## config.mk

```make
export PLATFORM = sky130hd
export DESIGN_NAME = mdt_trap_guard
export DESIGN_NICKNAME = d
export VERILOG_FILES = /design/src/rtl/mdt_pkg.sv /design/src/rtl/mdt_escalate.sv /design/src/rtl/mdt_flag_reg.sv /design/src/rtl/mdt_abort_latch.sv /design/src/rtl/mdt_trap_guard.sv
export SDC_FILE = /design/constraint.sdc
export NUM_CORES = 1
export LEC_CHECK = 0
export BUFFER_PORTS_ARGS = -buffer_cell sky130_fd_sc_hd__buf_2
export CORE_AREA = 2 2 39 41
export DETAILED_ROUTE_END_ITERATION = 8
export DIE_AREA = 0 0 41 43
export MAX_ROUTING_LAYER = met4
export PLACE_DENSITY = 0.34
export SYNTH_ARGS = -nofsm -noshare
export SYNTH_HDL_FRONTEND = slang
export SYNTH_HIERARCHICAL = 1
export SYNTH_SLANG_ARGS = --single-unit
```

## constraint.sdc

```tcl
create_clock -name clk -period 1.3 [get_ports clk]
set_clock_uncertainty 0.2 [all_clocks]
set_input_delay 0.13 -clock clk [delete_from_list [all_inputs] [get_ports clk]]
set_output_delay 0.13 -clock clk [all_outputs]
set_load 0.05 [all_outputs]
```

## src/rtl/mdt_pkg.sv

```systemverilog
// Package: shared types for the double-trap guard.
// Assumes a two-bit privilege field in which all ones means machine mode.
package mdt_pkg;
    localparam int PRIV_W = 2;
    localparam logic [PRIV_W-1:0] PRIV_MACHINE = 2'b11;

    // Outcome of one trap request.
    typedef enum logic [1:0] {
        ACT_NONE  = 2'd0,
        ACT_TAKE  = 2'd1,
        ACT_NMI   = 2'd2,
        ACT_ABORT = 2'd3
    } trap_act_e;
endpackage

```

## src/rtl/mdt_escalate.sv

```systemverilog
// Module: mdt_escalate
// Purely combinational classifier. It decides whether a trap request goes
// through the normal path, becomes an NMI, or becomes an abort.
// Assumes halted is the latched abort state; a halted core accepts nothing.
module mdt_escalate
    import mdt_pkg::*;
(
    input  logic      guard_en,
    input  logic      rnmi_present,
    input  logic      trap_req,
    input  logic      mdt_q,
    input  logic      halted,
    output trap_act_e act
);
    logic nested;

    // A nested trap exists only while the guard is enabled and MDT is set.
    assign nested = guard_en & mdt_q;

    // Classify the request.
    always_comb begin
        act = ACT_NONE;
        if (trap_req && !halted) begin
            if (!nested)           act = ACT_TAKE;
            else if (rnmi_present) act = ACT_NMI;
            else                   act = ACT_ABORT;
        end
    end
endmodule

```

## src/rtl/mdt_flag_reg.sv

```systemverilog
// Module: mdt_flag_reg
// Holds the MDT bit. The update priority is: an accepted trap request sets it,
// then a software write loads it, then a return pulse clears it.
// Assumes the caller has already qualified ret_clr with privilege.
module mdt_flag_reg (
    input  logic clk,
    input  logic rst_n,
    input  logic halted,
    input  logic trap_seen,
    input  logic wr_en,
    input  logic wr_val,
    input  logic ret_clr,
    output logic mdt_q
);
    // MDT state update; it resets to 1 and is frozen while halted.
    always_ff @(posedge clk) begin
        if (!rst_n)         mdt_q <= 1'b1;
        else if (halted)    mdt_q <= mdt_q;
        else if (trap_seen) mdt_q <= 1'b1;
        else if (wr_en)     mdt_q <= wr_val;
        else if (ret_clr)   mdt_q <= 1'b0;
    end
endmodule

```

## src/rtl/mdt_abort_latch.sv

```systemverilog
// Module: mdt_abort_latch
// Sticky abort flag. It is set by one fire pulse and released only by reset.
module mdt_abort_latch (
    input  logic clk,
    input  logic rst_n,
    input  logic fire,
    output logic halted
);
    // Latch the abort until reset.
    always_ff @(posedge clk) begin
        if (!rst_n) halted <= 1'b0;
        else        halted <= halted | fire;
    end
endmodule

```

## src/rtl/mdt_trap_guard.sv

```systemverilog
// Module: mdt_trap_guard (top)
// Double-trap supervision for machine-mode trap entry. It ties together the
// classifier, the MDT register and the abort latch.
// Assumes trap_req marks only traps that target machine mode.
module mdt_trap_guard
    import mdt_pkg::*;
(
    input  logic              clk,
    input  logic              rst_n,
    input  logic              guard_en,
    input  logic              rnmi_present,
    input  logic              trap_req,
    input  logic [PRIV_W-1:0] cur_priv,
    input  logic              ret_mret,
    input  logic              ret_mnret,
    input  logic              ret_sret,
    input  logic              mdt_we,
    input  logic              mdt_wdata,
    output logic              trap_take,
    output logic              nmi_req,
    output logic              abort_hold,
    output logic              mdt
);
    trap_act_e act;
    logic      mdt_q;
    logic      halted;
    logic      ret_clr;
    logic      sret_ok;

    // sret clears MDT only when it executes in machine mode.
    assign sret_ok = ret_sret & (cur_priv == PRIV_MACHINE);
    assign ret_clr = ret_mret | ret_mnret | sret_ok;

    mdt_escalate u_esc (
        .guard_en     (guard_en),
        .rnmi_present (rnmi_present),
        .trap_req     (trap_req),
        .mdt_q        (mdt_q),
        .halted       (halted),
        .act          (act)
    );

    mdt_flag_reg u_flag (
        .clk       (clk),
        .rst_n     (rst_n),
        .halted    (halted),
        .trap_seen (act != ACT_NONE),
        .wr_en     (mdt_we),
        .wr_val    (mdt_wdata),
        .ret_clr   (ret_clr),
        .mdt_q     (mdt_q)
    );

    mdt_abort_latch u_abort (
        .clk    (clk),
        .rst_n  (rst_n),
        .fire   (act == ACT_ABORT),
        .halted (halted)
    );

    // Drive the outputs from the classification and the stored state.
    assign trap_take  = (act == ACT_TAKE);
    assign nmi_req    = (act == ACT_NMI);
    assign abort_hold = halted;
    assign mdt        = mdt_q;
endmodule

```

==> impl_results.md, run 1 <==
- Status: complete, but fails checks
- Failing checks: setup timing
- Final period util: 1.17
- Setup WS pre-CTS: -137 ps
- Synth cell count leaders: dfxtp_1 (2), nor2b_1 (2)
- Largest net degree at the start of global routing: 5
- Total count of hold-check failures in the final report: 0
- CTS max path bufs: 2
- Most used DFF post-synth: dfxtp_1
- Kind of critical path: flop to primary output
- Area contributors post-synth: dfxtp_1 (28%), nand2b_4 (9.6%), a31oi_2 (8.7%), nor2b_1 (8.7%), a311o_1 (7.0%)
- DRT antenna net count: 0
- Share of cells above drive strength 1: 0.825
- Gpl congestion: 0.643
- GRT met3 Usage: 0.0314
- CTS tree: built
- Slew margin rel.: 0.834
- Unrepaired setup endpoints after global routing: yes
- Critical-path cell list: nand2b_4 -> nor2_4 -> nor2b_4 -> buf_6
- P&R area growth vs syn: 162%
- Hold WC Path Type: input port to flop
- # setup viols final: 3
- CP Data Required Time: 970 ps
- Peak VDD IR: 0.249 mV
- Total GRT Usage: 0.0718
- Clk slew on worst S/H paths: 30 ps
- Wirelength, routed: 455 um
- Flip-flop and latch area: 47.5 um2
- DIE WIDTH: 41 um
- PwrDens: 930 nW/um2
- Post-synthesis async set-or-reset flop share: 0
- Area of the multi-input gates: 144 um2
- Cell Area, Synth: 144 um2
- Buffers on Ports: 15
- Area share of the largest cell type after synthesis: 0.278
- Layout Utilization: 0.272
- Grt total ovfl: 0
- Crit-path slowest cell: dfxtp_4
- Period minus WS final: 1520 ps
- Setup crit end kind: primary output
- Mean Syn Cell Area: 8.99 um2
- Hold_ws: 36.1 ps
- H-tree depth: 1
- Number of synthesized flops with an enable pin: 0
- Lkg Pwr: 0.177 nW
- Fillcell total: 161
- CTS Buf Count: 3
- Met2 Use GR: 0.113
- Fin. max-slew vios: 0
- Post-route setup slack: -216 ps
- ANT cells: 0
- Max frequency: 660 MHz
- CP max stage delay: 330 ps
- Yosys reg bits: 2
- Via/cell ratio: 3.75
- Initial DRC count: 0
- Mapped Cells: 16
- M1 GR Usage: 0.0510
- Worst path top cell family by delay: simple AND/OR/NAND/NOR gates
- Net count after synthesis: 28
- Die ar.: 1760 um2
- Residual DRC: 0
- Clock root cell: clkbuf_4
- Initial core utilization: 0.104
- Clk sink count: 2
- WP buf/inv: 1
- Core area: 1380 um2
- Register area share after synthesis: 0.278
- Most Crowded Layer GR: met2
- Vias in the first global route: 228
- Synth area leader: dfxtp_1
- Layout Nets: 54
- Core Rows: 14
- Total number of vias: 210
- Crit path launch type: flop
- Max cap viols: 0
- Worst Tran Pin Value: 251 ps
- First-pass GRT wire length: 772 um
- WP data arrival: 1190 ps
- DR WL/cell: 8.13 um
- Skew-Pair Late Insertion Delay: 220 ps
- Yosys warns: 6
- Yosys cell types: 14
- Initial antenna violation count: 0
- DR pass1 iterations: 1
- Die span in y: 43 um
- Boundary pin count: 16
- Crit Path Max Fanout: 3
-- layer usage --
metal  vias up  share of wire  wire length, um
met5         -              0                0
met3         0          0.040               18
li1        107              -                -
met1        98           0.32              145
met2         5           0.64              291
met4         0              0                0
-- report_power, final --
group          switching [mW]  internal (mW)
clock                  0.0327          0.102
sequential            0.00431         0.0659
combinational          0.0737         0.0722
total                   0.111          0.240
-- layout make-up --
class	instances	area share
Multi-Input combinational cell	13	0.382
Timing Repair Buffer	21	0.369
Sequential cell	2	0.126
Clock buffer	3	0.0598
Tap cell	16	0.0532
Inverter	1	0.00997
-- metrics by stage --
step / TNS [ps] / total power, mW / instances / cell area (um2)
after global placement: -220 / 0.192 / 49 / 299
after floorplan: -360 / 0.153 / 16 / 189
final: -544 / 0.350 / 56 / 377
after detailed placement: -233 / 0.193 / 49 / 299
after CTS: -640 / 0.353 / 55 / 359
after global routing: -764 / 0.380 / 56 / 377
-- state kept, by name (all words and copies together) (netlist names) --
| register | flops |
|---|---|
| u_abort/halted | 1 |
| u_flag/mdt_q | 1 |
-- path summary, 6_finish.rpt --
| check | start | endpoint | slack [ps] | cells past startpoint |
|---|---|---|---|---|
| worst max register to register | u_abort/halted | u_flag/mdt_q | -110 | 6 |
| worst min register to register | u_abort/halted | u_abort/halted | 370 | 2 |
| worst max-delay path | u_abort/halted | nmi_req | -220 | 4 |
| worst min-delay path | mdt_wdata | u_flag/mdt_q | 40 | 3 |
-- kinds of logic after synthesis --
group | count (synthesis) | synth area share
AOI/OAI and AO/OA | 6 | 0.374
and+or+nand+nor | 7 | 0.322
buffers and inverters | 1 | 0.0261
DFF | 2 | 0.278
-- worst reg2reg max path, cell delays in order, from the launching register on --
cell and delay [ps]:
dfxtp_4 330, nand2b_4 140, a31oi_4 40, buf_4 140
or2_4 220, a21oi_2 110, o221ai_2 110
-- placed cells by master, fill, tap and decap left out, types with 2 or more instances in the layout --
cell,Yosys,final
dfxtp_4,0,2
nor2b_4,0,2
buf_2,0,13
buf_6,0,3
buf_4,0,4
clkbuf_4,0,3
-- what timing repair did --
item / in CTS / in global routing
gates resized for setup: 4 / 2
hold buffers: 1 / 0
setup buffers: 2 / 1
endpoints found under the setup margin: 3 / 4
endpoints found under the hold margin: 2 / 0
pin swaps: 1 / 2
(Power assumes the default switching activity.)
==> run 2: changes to the inputs <==
- ABC_AREA: default -> 1
- SYNTH_HIERARCHICAL: 1 -> default
==> run 2 against run 1 <==
Net effect:
- the run still ends with setup timing left
- sequential cell count stayed put
- final area is 11% lower
- power decreased by 12%
- clock power is essentially flat
- die area stayed put
- global-route usage down 0.19 points
- non-clock buffer count is 3 lower
- maximum frequency increased by 15%
- clock-buffer cell count stayed put
- area after synthesis down 2.6%
- wire length grew 6.4%
- register-to-register slack better by 410 ps
- critical path type unchanged
==> impl_results.md, run 2 <==
- Max cap viols: 0
- Synth cell count leaders: inv_2 (3), nand2_1 (3), nor2_1 (3)
- Crit Path Max Fanout: 3
- Wirelength, routed: 484 um
- Peak VDD IR: 0.274 mV
- Most common cell after layout, fill and taps aside: buf_2
- Unrepaired setup endpoints after global routing: yes
- Final period util: 1.01
- Placed insts: 53
- Yosys warns: 0
- Share of cells above drive strength 1: 0.698
- DIE WIDTH: 41 um
- Gpl congestion: 0.547
- Clk sink count: 2
- Lkg Pwr: 0.171 nW
- Core area: 1380 um2
- Grt total ovfl: 0
- Worst Tran Pin Value: 253 ps
- Total GRT Usage: 0.0699
- Area contributors post-synth: dfxtp_1 (29%), nand2_2 (8.9%), inv_2 (8.0%), nand2_1 (8.0%), nand2_4 (8.0%)
- Fin. max-slew vios: 0
- Hold_ws: 18.8 ps
- Net count after synthesis: 34
- Mean Syn Cell Area: 6.37 um2
- Setup crit end kind: primary output
- Skew-Pair Late Insertion Delay: 220 ps
- CTS tree: built
- WP data arrival: 990 ps
- Boundary pin count: 16
- Status: complete, but fails checks
- Regs by FF count: u_abort.halted (1), u_flag.mdt_q (1)
- Total count of hold-check failures in the final report: 0
- Die ar.: 1760 um2
- PwrDens: 923 nW/um2
- Most used DFF post-synth: dfxtp_1
- H-tree depth: 1
- Synth area leader: dfxtp_1
- CTS max path bufs: 2
- Clock root cell: clkbuf_4
- CP Data Required Time: 970 ps
- Initial DRC count: 0
- Vias in the first global route: 196
- Slew margin rel.: 0.833
- CTS Buf Count: 3
- Clk slew on worst S/H paths: 30 ps
- Hold WC Path Type: input port to flop
- Max frequency: 760 MHz
- Post-synthesis async set-or-reset flop share: 0
- Residual DRC: 0
- Die span in y: 43 um
- Mapped Cells: 22
- DRT antenna net count: 0
- DR pass1 iterations: 1
- P&R area growth vs syn: 139%
- Non-filler instance count after layout: 59
- Crit path launch type: flop
- Register area share after synthesis: 0.286
- Kind of critical path: flop to primary output
- Core Rows: 14
- Post-route setup slack: -15.2 ps
- Largest net degree at the start of global routing: 4
- First-pass GRT wire length: 772 um
- Via/cell ratio: 3.59
- Yosys cell types: 12
- Total number of vias: 212
- ANT cells: 0
- Buffers on Ports: 15
- Cell Area, Synth: 140 um2
- Number of synthesized flops with an enable pin: 0
- Initial antenna violation count: 0
- Initial core utilization: 0.101
- Layout Nets: 57
- Area share of the largest cell type after synthesis: 0.286
- # setup viols final: 1
- Yosys reg bits: 2
- Most frequent cells in the layout: buf_2 (13), nand2_1 (3), clkbuf_4 (3)
- Layout Utilization: 0.242
- Period minus WS final: 1320 ps
- DR WL/cell: 8.20 um
- Failing checks: setup timing
run 2: cell types whose count changed after synthesis, moves of 2 or more:
cell     previous run  this run
nand2_2             0         2
nor2_1              1         3
inv_2               0         3
nand2_1             1         3
nand3_1             0         2
nor2b_1             2         0
run 2: worst max-delay path, cell delays in order (launching register included):
cell,delay (ps)
dfxtp_4,350
nand2_4,60
nor3_4,180
buf_6,180
run 2: timing repair:
item / CTS / global route
hold endpoints to repair: 2 / 0
hold buffers: 2 / 0
setup buffers: 1 / 0
gates resized for setup: 5 / 1
endpoints found under the setup margin: 2 / 2
run 2: cell families after synthesis:
logic type	after synthesis	share of synthesized area
AO/OA/AOI/OAI	2	0.0982
buffers and inverters	5	0.134
flip-flops	2	0.286
AND/OR/NAND/NOR	13	0.482
run 2: cell type report:
class,count,area (um2)
fillers,162,1050
repair buffers,18,119
multi-input cells,15,105
flip-flops and latches,2,47.5
clock buffers,3,22.5
inverters,5,21.3
well taps,16,20.0
run 2: through the flow:
| step | TNS [ps] | instance area (um2) | power (mW) | setup WS (ps) |
|---|---|---|---|---|
| after global placement | 0 | 267 | 0.163 | 95.4 |
| after floorplan | -22.2 | 171 | 0.132 | -22.2 |
| after CTS | -35.3 | 332 | 0.319 | -35.3 |
| final | -15.2 | 335 | 0.310 | -15.2 |
| after detailed placement | 0 | 267 | 0.162 | 98.0 |
| after global routing | -113 | 335 | 0.344 | -80.2 |
run 2: power by group:
part           internal [mW]  total [mW]  switching (mW)
combinational         0.0442       0.107          0.0628
sequential            0.0649      0.0699         0.00495
clock                  0.101       0.133          0.0313
total                  0.211       0.310          0.0990
run 2: metal layers:
metal  up-vias  GRT usage  wire (um)
met3         0     0.0681         76
li1        112          -          -
met2        17     0.0844        172
met1        83     0.0801        235
met5         -          -          0
met4         0     0.0200          0
run 2: final timing paths:
kind | startpoint | endpoint | depth (start not counted) | slack, ps
hold / removal | rnmi_present | u_abort.halted | 4 | 20
setup reg to reg | u_abort.halted | u_abort.halted | 4 | 300
hold reg to reg | u_flag.mdt_q | u_flag.mdt_q | 2 | 280
setup / recovery | u_flag.mdt_q | nmi_req | 3 | -20
